--- config.mk ---
export PLATFORM = sky130hd
export DESIGN_NAME = alu_status_reg
export DESIGN_NICKNAME = d
export VERILOG_FILES = /design/src/rtl/stat_pkg.sv /design/src/rtl/stat_flag_eval.sv /design/src/rtl/stat_cause_bits.sv /design/src/rtl/stat_ctx_shadow.sv /design/src/rtl/alu_status_reg.sv
export SDC_FILE = /design/constraint.sdc
export NUM_CORES = 1
export LEC_CHECK = 0
export CORE_ASPECT_RATIO = 1.4
export CORE_MARGIN = 2
export CORE_UTILIZATION = 33
export DETAILED_ROUTE_END_ITERATION = 8
export GPL_ROUTABILITY_DRIVEN = 0
export PLACE_DENSITY = 0.74
export SLEW_MARGIN = 30
export SYNTH_ARGS = -nofsm -noshare
export SYNTH_HDL_FRONTEND = slang
export SYNTH_SLANG_ARGS = --single-unit
--- constraint.sdc ---
create_clock -name clk -period 1.1 [get_ports clk]
set_input_delay 0.22 -clock clk [delete_from_list [all_inputs] [get_ports clk]]
set_output_delay 0.22 -clock clk [all_outputs]
set_load 0.01 [all_outputs]
--- src/rtl/stat_pkg.sv ---
// Shared types and bit positions of the status word.
// Assumes an 8-bit word with the layout listed in the brief.
package stat_pkg;
    typedef enum logic [1:0] {
        OP_ADD = 2'd0,
        OP_SUB = 2'd1,
        OP_CMP = 2'd2,
        OP_ROT = 2'd3
    } alu_op_e;

    localparam int WORD_W = 8;
    localparam int BIT_C  = 0;
    localparam int BIT_DC = 1;
    localparam int BIT_Z  = 2;
    localparam int BIT_P  = 3;
    localparam int BIT_T  = 4;
    localparam logic [WORD_W-1:0] WR_MASK = 8'hE7;
endpackage

--- src/rtl/stat_flag_eval.sv ---
// Turns the raw ALU carry, borrow and result inputs into new flag values
// and per-flag update enables. Purely combinational.
// Assumes the inputs are only meaningful while vld_i is high.
module stat_flag_eval
    import stat_pkg::*;
#(
    parameter int RES_W = 8
) (
    input  logic             vld_i,
    input  alu_op_e          op_i,
    input  logic [RES_W-1:0] res_i,
    input  logic             cy_i,
    input  logic             hc_i,
    output logic             upd_c_o,
    output logic             upd_dc_o,
    output logic             upd_z_o,
    output logic             c_o,
    output logic             dc_o,
    output logic             z_o
);
    logic is_sub;

    // Classify the operation and build flag values and enables.
    always_comb begin
        is_sub   = (op_i == OP_SUB) || (op_i == OP_CMP);
        upd_c_o  = vld_i;
        upd_dc_o = vld_i && (op_i != OP_ROT);
        upd_z_o  = vld_i && (op_i != OP_ROT);
        c_o      = is_sub ? ~cy_i : cy_i;
        dc_o     = is_sub ? ~hc_i : hc_i;
        z_o      = (res_i == '0);
    end
endmodule

--- src/rtl/stat_cause_bits.sv ---
// Holds the time-out (T) and power-down (P) cause bits.
// Assumes sleep and watchdog-clear are not raised in the same cycle.
// A time-out always decides T.
module stat_cause_bits (
    input  logic clk,
    input  logic rst_n,
    input  logic sleep_i,
    input  logic wdt_clr_i,
    input  logic wdt_to_i,
    output logic t_o,
    output logic p_o
);
    // Cause-bit update from the event strobes.
    always_ff @(posedge clk) begin
        if (!rst_n) begin
            t_o <= 1'b1;
            p_o <= 1'b1;
        end else begin
            if (wdt_to_i)
                t_o <= 1'b0;
            else if (sleep_i || wdt_clr_i)
                t_o <= 1'b1;
            if (wdt_clr_i)
                p_o <= 1'b1;
            else if (sleep_i)
                p_o <= 1'b0;
        end
    end

    p_sleep_clears_p_r6: assert property (@(posedge clk) disable iff (!rst_n)
        (sleep_i && !wdt_clr_i) |=> !p_o);
    p_timeout_clears_t_r7: assert property (@(posedge clk) disable iff (!rst_n)
        wdt_to_i |=> !t_o);
    p_timeout_keeps_p_r7: assert property (@(posedge clk) disable iff (!rst_n)
        (wdt_to_i && !sleep_i && !wdt_clr_i) |=> $stable(p_o));
    p_clear_sets_both_r8: assert property (@(posedge clk) disable iff (!rst_n)
        (wdt_clr_i && !wdt_to_i) |=> (t_o && p_o));
    p_quiet_holds_r2: assert property (@(posedge clk) disable iff (!rst_n)
        (!sleep_i && !wdt_clr_i && !wdt_to_i) |=> ($stable(t_o) && $stable(p_o)));
endmodule

--- src/rtl/stat_ctx_shadow.sv ---
// Shadow copy of the status word for interrupt context.
// Assumes a single level of nesting: a new save overwrites the old copy.
module stat_ctx_shadow #(
    parameter int W = 8
) (
    input  logic         clk,
    input  logic         rst_n,
    input  logic         save_i,
    input  logic [W-1:0] word_i,
    output logic [W-1:0] shadow_o
);
    // Capture the live word on a save strobe.
    always_ff @(posedge clk) begin
        if (!rst_n)
            shadow_o <= '0;
        else if (save_i)
            shadow_o <= word_i;
    end

    p_save_captures_r11: assert property (@(posedge clk) disable iff (!rst_n)
        save_i |=> (shadow_o == $past(word_i)));
endmodule

--- src/rtl/alu_status_reg.sv ---
// Status word of the core: ALU flags, reset-cause bits and page selects.
// Priority for the writable bits is: external reset, then restore, then
// CPU write, then ALU update. Reset is synchronous and active low.
module alu_status_reg
    import stat_pkg::*;
(
    input  logic        clk,
    input  logic        rst_n,
    input  logic        wr_en_i,
    input  logic [7:0]  wr_data_i,
    output logic [7:0]  rd_data_o,
    input  logic        alu_vld_i,
    input  logic [1:0]  alu_op_i,
    input  logic [7:0]  alu_res_i,
    input  logic        alu_cy_i,
    input  logic        alu_hc_i,
    output logic        carry_o,
    input  logic        sleep_i,
    input  logic        wdt_clr_i,
    input  logic        wdt_to_i,
    input  logic        ext_rst_i,
    input  logic        ctx_save_i,
    input  logic        ctx_restore_i
);
    logic       upd_c, upd_dc, upd_z, f_c, f_dc, f_z;
    logic       t_q, p_q;
    logic [7:0] wr_q, wr_d, shadow;
    alu_op_e    op;

    assign op = alu_op_e'(alu_op_i);

    stat_flag_eval #(.RES_W(WORD_W)) u_eval (
        .vld_i(alu_vld_i), .op_i(op), .res_i(alu_res_i),
        .cy_i(alu_cy_i), .hc_i(alu_hc_i),
        .upd_c_o(upd_c), .upd_dc_o(upd_dc), .upd_z_o(upd_z),
        .c_o(f_c), .dc_o(f_dc), .z_o(f_z)
    );

    stat_cause_bits u_cause (
        .clk(clk), .rst_n(rst_n), .sleep_i(sleep_i), .wdt_clr_i(wdt_clr_i),
        .wdt_to_i(wdt_to_i), .t_o(t_q), .p_o(p_q)
    );

    stat_ctx_shadow #(.W(WORD_W)) u_shadow (
        .clk(clk), .rst_n(rst_n), .save_i(ctx_save_i),
        .word_i(rd_data_o), .shadow_o(shadow)
    );

    // Next value of the writable bits, in priority order.
    always_comb begin
        wr_d = wr_q;
        if (ext_rst_i)
            wr_d = '0;
        else if (ctx_restore_i)
            wr_d = shadow & WR_MASK;
        else if (wr_en_i)
            wr_d = wr_data_i & WR_MASK;
        else begin
            if (upd_c)  wr_d[BIT_C]  = f_c;
            if (upd_dc) wr_d[BIT_DC] = f_dc;
            if (upd_z)  wr_d[BIT_Z]  = f_z;
        end
    end

    // Register for the writable bits.
    always_ff @(posedge clk) begin
        if (!rst_n)
            wr_q <= '0;
        else
            wr_q <= wr_d;
    end

    // Merge the writable bits with the cause bits.
    always_comb begin
        rd_data_o        = wr_q;
        rd_data_o[BIT_T] = t_q;
        rd_data_o[BIT_P] = p_q;
    end

    assign carry_o = wr_q[BIT_C];

    p_ext_rst_clears_r9: assert property (@(posedge clk) disable iff (!rst_n)
        ext_rst_i |=> ((rd_data_o & WR_MASK) == 8'h00));
    p_write_wins_r10: assert property (@(posedge clk) disable iff (!rst_n)
        (wr_en_i && !ext_rst_i && !ctx_restore_i) |=>
        ((rd_data_o & WR_MASK) == ($past(wr_data_i) & WR_MASK)));
    p_rotate_keeps_z_r5: assert property (@(posedge clk) disable iff (!rst_n)
        (alu_vld_i && alu_op_i == 2'd3 && !wr_en_i && !ext_rst_i && !ctx_restore_i)
        |=> ($stable(rd_data_o[BIT_Z]) && $stable(rd_data_o[BIT_DC])
             && carry_o == $past(alu_cy_i)));
    p_add_carry_r3: assert property (@(posedge clk) disable iff (!rst_n)
        (alu_vld_i && alu_op_i == 2'd0 && !wr_en_i && !ext_rst_i && !ctx_restore_i)
        |=> (carry_o == $past(alu_cy_i)));
    p_sub_carry_r4: assert property (@(posedge clk) disable iff (!rst_n)
        (alu_vld_i && (alu_op_i == 2'd1 || alu_op_i == 2'd2) && !wr_en_i
         && !ext_rst_i && !ctx_restore_i) |=> (carry_o == !$past(alu_cy_i)));
endmodule

# Word level (Yosys, flattened, before mapping)
# Cells that the tools add are included.
totals:
  register_bits: 16
  input_bits: 30
  output_inout_bits: 9
  wordCells: 32
classes:
  n_eq_ne: 3
  muxes: 10
  n_bitwise: 3
  reduce_logical: 10
op_table:
  columns: ["cell", "count"]
  rows:
  - ["$logic_not A8 Y1", 1]
  - ["$mux W8", 1]
  - ["$mux W1", 7]
  - ["$reduce_bool A3 Y1", 2]
  - ["$mux W5", 1]
  - ["$reduce_bool A2 Y1", 2]
  - ["$reduce_or A2 Y1", 2]
  - ["$mux W3", 1]
  - ["$not A1 Y1", 3]
  - ["$eq A2 B1 Y1 const B", 1]
  - ["$eq A2 B2 Y1 const B", 1]
  - ["$logic_or A1 B1 Y1", 2]
  - ["$ne A2 B2 Y1 const B", 1]
  - ["$logic_and A1 B1 Y1", 1]

# Depth between registers and ports, before layout
depth:
  word_depth: 6
  mapped_depth: 5
  mapped_depth_nobuf: 5

# Cells and area by module
# From an unflattened synthesis, not the netlist that was laid out.
unflattened:
  cells_unflattened: 76
  hier_area_um2: 752.0
modules_own_cells:
  columns: ["module", "n_inst", "cells_per_inst", "area_each_um2", "seq_area_each_um2"]
  rows:
  - ["alu_status_reg", 1, 36, 316.6, 120.1]
  - ["stat_ctx_shadow", 1, 25, 301.5, 160.2]
  - ["stat_flag_eval", 1, 9, 70.1, 0.0]
  - ["stat_cause_bits", 1, 6, 63.8, 40.0]

# Least setup slack after synthesis
# Ideal clock, no wire load.
synth_timing:
  path_kind: "input-to-reg"
  from: "input alu_op_i[0]"
  to: "register wr_q[1]"
  setup_time_ps: 86
  arrival_ps: 952
  t_required_ps: 1014
  slack_ps: 61
  cell_stages: 5
  path_buffers: 0
  cell_sequence: "ha_1 nand2b_1 a21oi_1 o21ai_1 a221oi_2"
synth_between:
  elab_chain_cells: 6
  word_cells_on_any_way: 10
  classes_between: "eq/ne (3); mux (4); reduce/logical (3)"
synth_rtl:
  columns: ["element", "line_no", "rtl"]
  rows:
  - ["start: declaration", "alu_status_reg.sv:13", "input logic [1:0] alu_op_i,"]
  - ["$eq A2 B1 Y1 / $eq A2 B2 Y1 (equally long branches)", "stat_flag_eval.sv:25", "is_sub = (op_i == OP_SUB) || (op_i == OP_CMP);"]
  - ["$logic_or A1 B1 Y1", "stat_flag_eval.sv:25", null]
  - ["$mux W1", "stat_flag_eval.sv:30", "dc_o = is_sub ? ~hc_i : hc_i;"]
  - ["$mux W1", "alu_status_reg.sv:60", "if (upd_dc) wr_d[BIT_DC] = f_dc;"]
  - ["$mux W3", "alu_status_reg.sv:56", "else if (wr_en_i)"]
  - ["$mux W8", "alu_status_reg.sv:54", "else if (ctx_restore_i)"]
  - ["end signal: assignment", "alu_status_reg.sv:70", "wr_q <= wr_d;"]
  - ["end: declaration", "alu_status_reg.sv:27", "logic [7:0] wr_q, wr_d, shadow;"]
# Parallel ways exist; a longest one is shown, timed or not. The select of a mux whose other input is x is not followed.
# A chain may end at the register's enable or synchronous reset.

# Final worst setup path
layout_timing:
  from: "register wr_q[6]"
  to: "output rd_data_o[6]"
layout_lines:
  columns: ["element", "line_no", "rtl"]
  rows:
  - ["end: declaration", "alu_status_reg.sv:11", "output logic [7:0] rd_data_o,"]
# No word-level cell between the ends.

==> run summary <==
instance count of the mapped netlist: 76
total detailed-routing wirelength: 1.79 mm
finished layout cell area: 1200 um^2
die area: 2480 um^2
worst hold-check slack: 0.386 ns
clock transition time at the flip-flop clock pins of the worst setup and hold paths: 0.08 ns
Finish-stage setup viols: 0
Synthesis Warnings: 0
post-route clock period utilization: 96.6%
remaining max-slew budget at the tightest pin: 82.2%
switching power: 0.000266 W
Critical Setup Path Class: register to output pin
number of fill cells: 180
post-route core utilization: 60.6%
Total Nets Final: 157
Worst IR Drop VDD: 0.586 mV
share of post-route cells with drive strength above 1: 30.6%
total of max-cap violations: 0
Slowest cell on crit path: sky130_fd_sc_hd__dfxtp_2
post-layout minimum cycle time: 1.06 ns
Std-Cell Core Area: 1970 um^2
via count of the first global-routing pass: 740
CP max FO: 2
htree depth: 1
delay of the slowest cell on the worst path: 0.34 ns
clock latency on the worst-skew pair: 0.28 ns
starting density of the core: 35.0%
internal power component: 0.000821 W
first-pass GRT wire length: 3.09 mm
number of antenna-violating nets in the routed design: 0
combinational share of power: 25.0%
post-synth cell types: 24
post-synthesis instance area: 691 um^2
Hold-fix buffers, CTS: 0
number of buffers and inverters on the critical path: 1
number of buffers inserted by port buffering: 36
mean routed wirelength per cell: 12.4 um
Tightest Hold Check Type: primary input to register
area of the multi-input gates: 385 um^2
launching element type of the critical path: register
Worst Max-Slew Pin Slew: 0.266 ns
total nets after synthesis: 107
syn avg cell area: 9.09 um^2
number of remaining DRC errors: 0
die width: 42.7 um
vertical die dimension: 58.1 um
TritonCTS clock tree: yes
worst setup slack after placement: -0.417 ns
drt pass-1 iters: 4
DP HPWL: 1.38 mm
Worst Setup End Kind: output pin
aggregate global routing overflow: 0
power density over the cells: 909 nW/um^2
Std-Cell Rows: 19
number of pins with negative max-slew slack in the final report: 0
run status: completed
WP data arrival: 0.84 ns
Total GRT Usage: 16.5%
post-detailed-route via-to-cell ratio: 4.99
area of all sequential standard cells: 284 um^2
number of violations reported at the end of detailed-routing iteration 0: 12
Reg power frac: 48.6%
highest achievable clock rate: 0.941 GHz
IO Pins: 39
clock root buffer: sky130_fd_sc_hd__clkbuf_4
via total after detailed routing: 724
required time at the worst-slack endpoint: 0.88 ns
unrepaired setup endpoints after global routing: true
post-layout worst setup margin: 0.0370 ns
Static Leak: 0.496 nW
switching portion of total power: 24.5%
clock buffer count from CTS: 3
number of buffers on the longest clock path: 2
sequential share of the synthesized area: 40.6%
DP Area: 1140 um^2
number of antenna violations at the first check in global routing: 0
final hold violation count: 0
Clk network pwr share: 26.4%
final non-filler cell total: 145
clock sink count: 14
pin count of the biggest net entering global routing: 9
Yosys reg bits: 14
cell-by-cell trace of the critical path: clkdlybuf4s15_2
ant diodes: 0
placed cell count: 140
clock tree skew after final layout: 0.000290 ns
cell family with most CP delay: flip-flops
area growth from synthesis to layout: 73.2%
state kept, by name, indices dropped and copies added, names as in the netlist:
name               flops
u_cause.p_o            1
u_shadow.shadow_o      6
u_cause.t_o            1
wr_q                   6
kinds of logic after synthesis:
| kind of cell | Yosys count | synth area share (%) |
|---|---|---|
| buffers and inverters | 9 | 8.33 |
| xor gates and xnor gates | 2 | 2.54 |
| AOI/OAI and AO/OA | 14 | 12.5 |
| muxes | 9 | 13.0 |
| adders and majority gates | 1 | 1.81 |
| DFF | 14 | 40.6 |
| and+or+nand+nor | 27 | 21.2 |
metal layers:
| metal | vias up | track usage [%] | routed length (um) |
|---|---|---|---|
| met2 | 37 | 28.1 | 860 |
| met1 | 327 | 18.3 | 729 |
| met4 | 0 | 10.7 | 55 |
| met5 | - | 0 | 0 |
| li1 | 356 | - | - |
| met3 | 4 | 3.12 | 148 |
layout by cell type (no fill, tap or decap), types with 2 or more instances in the layout:
cell type,instances
sky130_fd_sc_hd__mux2i_1,9
sky130_fd_sc_hd__clkdlybuf4s15_2,2
sky130_fd_sc_hd__nor2b_1,6
sky130_fd_sc_hd__nor2_1,8
sky130_fd_sc_hd__inv_1,3
sky130_fd_sc_hd__buf_12,2
sky130_fd_sc_hd__o21ai_1,2
sky130_fd_sc_hd__clkdlybuf4s50_1,22
sky130_fd_sc_hd__buf_6,2
sky130_fd_sc_hd__buf_4,11
sky130_fd_sc_hd__a21oi_1,6
sky130_fd_sc_hd__dfxtp_2,3
sky130_fd_sc_hd__nand2b_1,2
sky130_fd_sc_hd__nor3_1,2
sky130_fd_sc_hd__clkbuf_4,3
sky130_fd_sc_hd__clkbuf_2,7
sky130_fd_sc_hd__nand2_1,2
sky130_fd_sc_hd__nand3b_1,2
sky130_fd_sc_hd__dlygate4sd2_1,5
sky130_fd_sc_hd__dfxtp_1,11
sky130_fd_sc_hd__a31oi_1,2
sky130_fd_sc_hd__nor3_2,2
stage by stage:
| step | setup TNS, ns | total power, W |
|---|---|---|
| 6_report | 0 | 0.00109 |
| 5_1_grt | 0 | 0.00114 |
| 4_1_cts | -0.00167 | 0.00110 |
| 3_5_place_dp | -2.72 | 0.000803 |
| 3_3_place_gp | -2.40 | 0.000798 |
| 2_1_floorplan | 0 | 0.000641 |
timing repair:
action                                  CTS  global route
setup buffers                             2             0
pin swaps                                 6             3
cloned                                    0             0
endpoints found under the setup margin   12            11
resized for setup                        29            13
final cells by class:
| type | count | share of cell area (%) |
|---|---|---|
| Timing Repair Buffer | 51 | 39.0 |
| Clock buffer | 3 | 1.88 |
| Inverter | 3 | 0.941 |
| Sequential cell | 14 | 23.7 |
| Multi-Input combinational cell | 53 | 32.2 |
| Tap cell | 21 | 2.20 |
Yosys cell counts:
cell type	number	area share, %
sky130_fd_sc_hd__xor2_1	1	1.3
sky130_fd_sc_hd__inv_1	3	1.6
sky130_fd_sc_hd__a21oi_1	7	5.1
sky130_fd_sc_hd__buf_2	1	0.72
sky130_fd_sc_hd__o21ai_0	1	0.72
sky130_fd_sc_hd__nand3b_1	2	2.2
sky130_fd_sc_hd__nor3_1	4	2.9
sky130_fd_sc_hd__nor2_1	8	4.3
sky130_fd_sc_hd__buf_6	1	1.6
sky130_fd_sc_hd__ha_1	1	1.8
sky130_fd_sc_hd__a31oi_1	2	1.8
sky130_fd_sc_hd__mux2i_1	9	13
sky130_fd_sc_hd__nor2b_2	1	1.3
sky130_fd_sc_hd__nand2_1	2	1.1
sky130_fd_sc_hd__nor4_1	1	0.91
sky130_fd_sc_hd__nand2b_1	2	1.8
sky130_fd_sc_hd__buf_4	4	4.3
sky130_fd_sc_hd__dfxtp_1	14	41
sky130_fd_sc_hd__xnor2_1	1	1.3
sky130_fd_sc_hd__nand2b_2	1	1.3
sky130_fd_sc_hd__nor2b_1	6	5.4
sky130_fd_sc_hd__a221oi_2	1	2.2
sky130_fd_sc_hd__a311oi_1	1	1.3
sky130_fd_sc_hd__o21ai_1	2	1.4
power by group through the flow:
stage	Combinational [W]	Sequential (W)	Clock, W
2_1_floorplan	0.0000983	0.000542	0
4_1_cts	0.000270	0.000528	0.000301
3_3_place_gp	0.000259	0.000539	0
3_5_place_dp	0.000263	0.000539	0
5_1_grt	0.000295	0.000530	0.000318
6_report	0.000272	0.000528	0.000287
worst paths after layout:
path / startpoint / to / slack [ns] / cells after the start
worst min register to register: u_shadow.shadow_o[1] / wr_q[1] / 0.49 / 2
worst max-delay path: wr_q[6] / rd_data_o[6] / 0.04 / 1
worst min-delay path: alu_vld_i / wr_q[0] / 0.39 / 2
worst max register to register: wr_q[0] / wr_q[0] / 0.07 / 5
(Power assumes the default switching activity.)
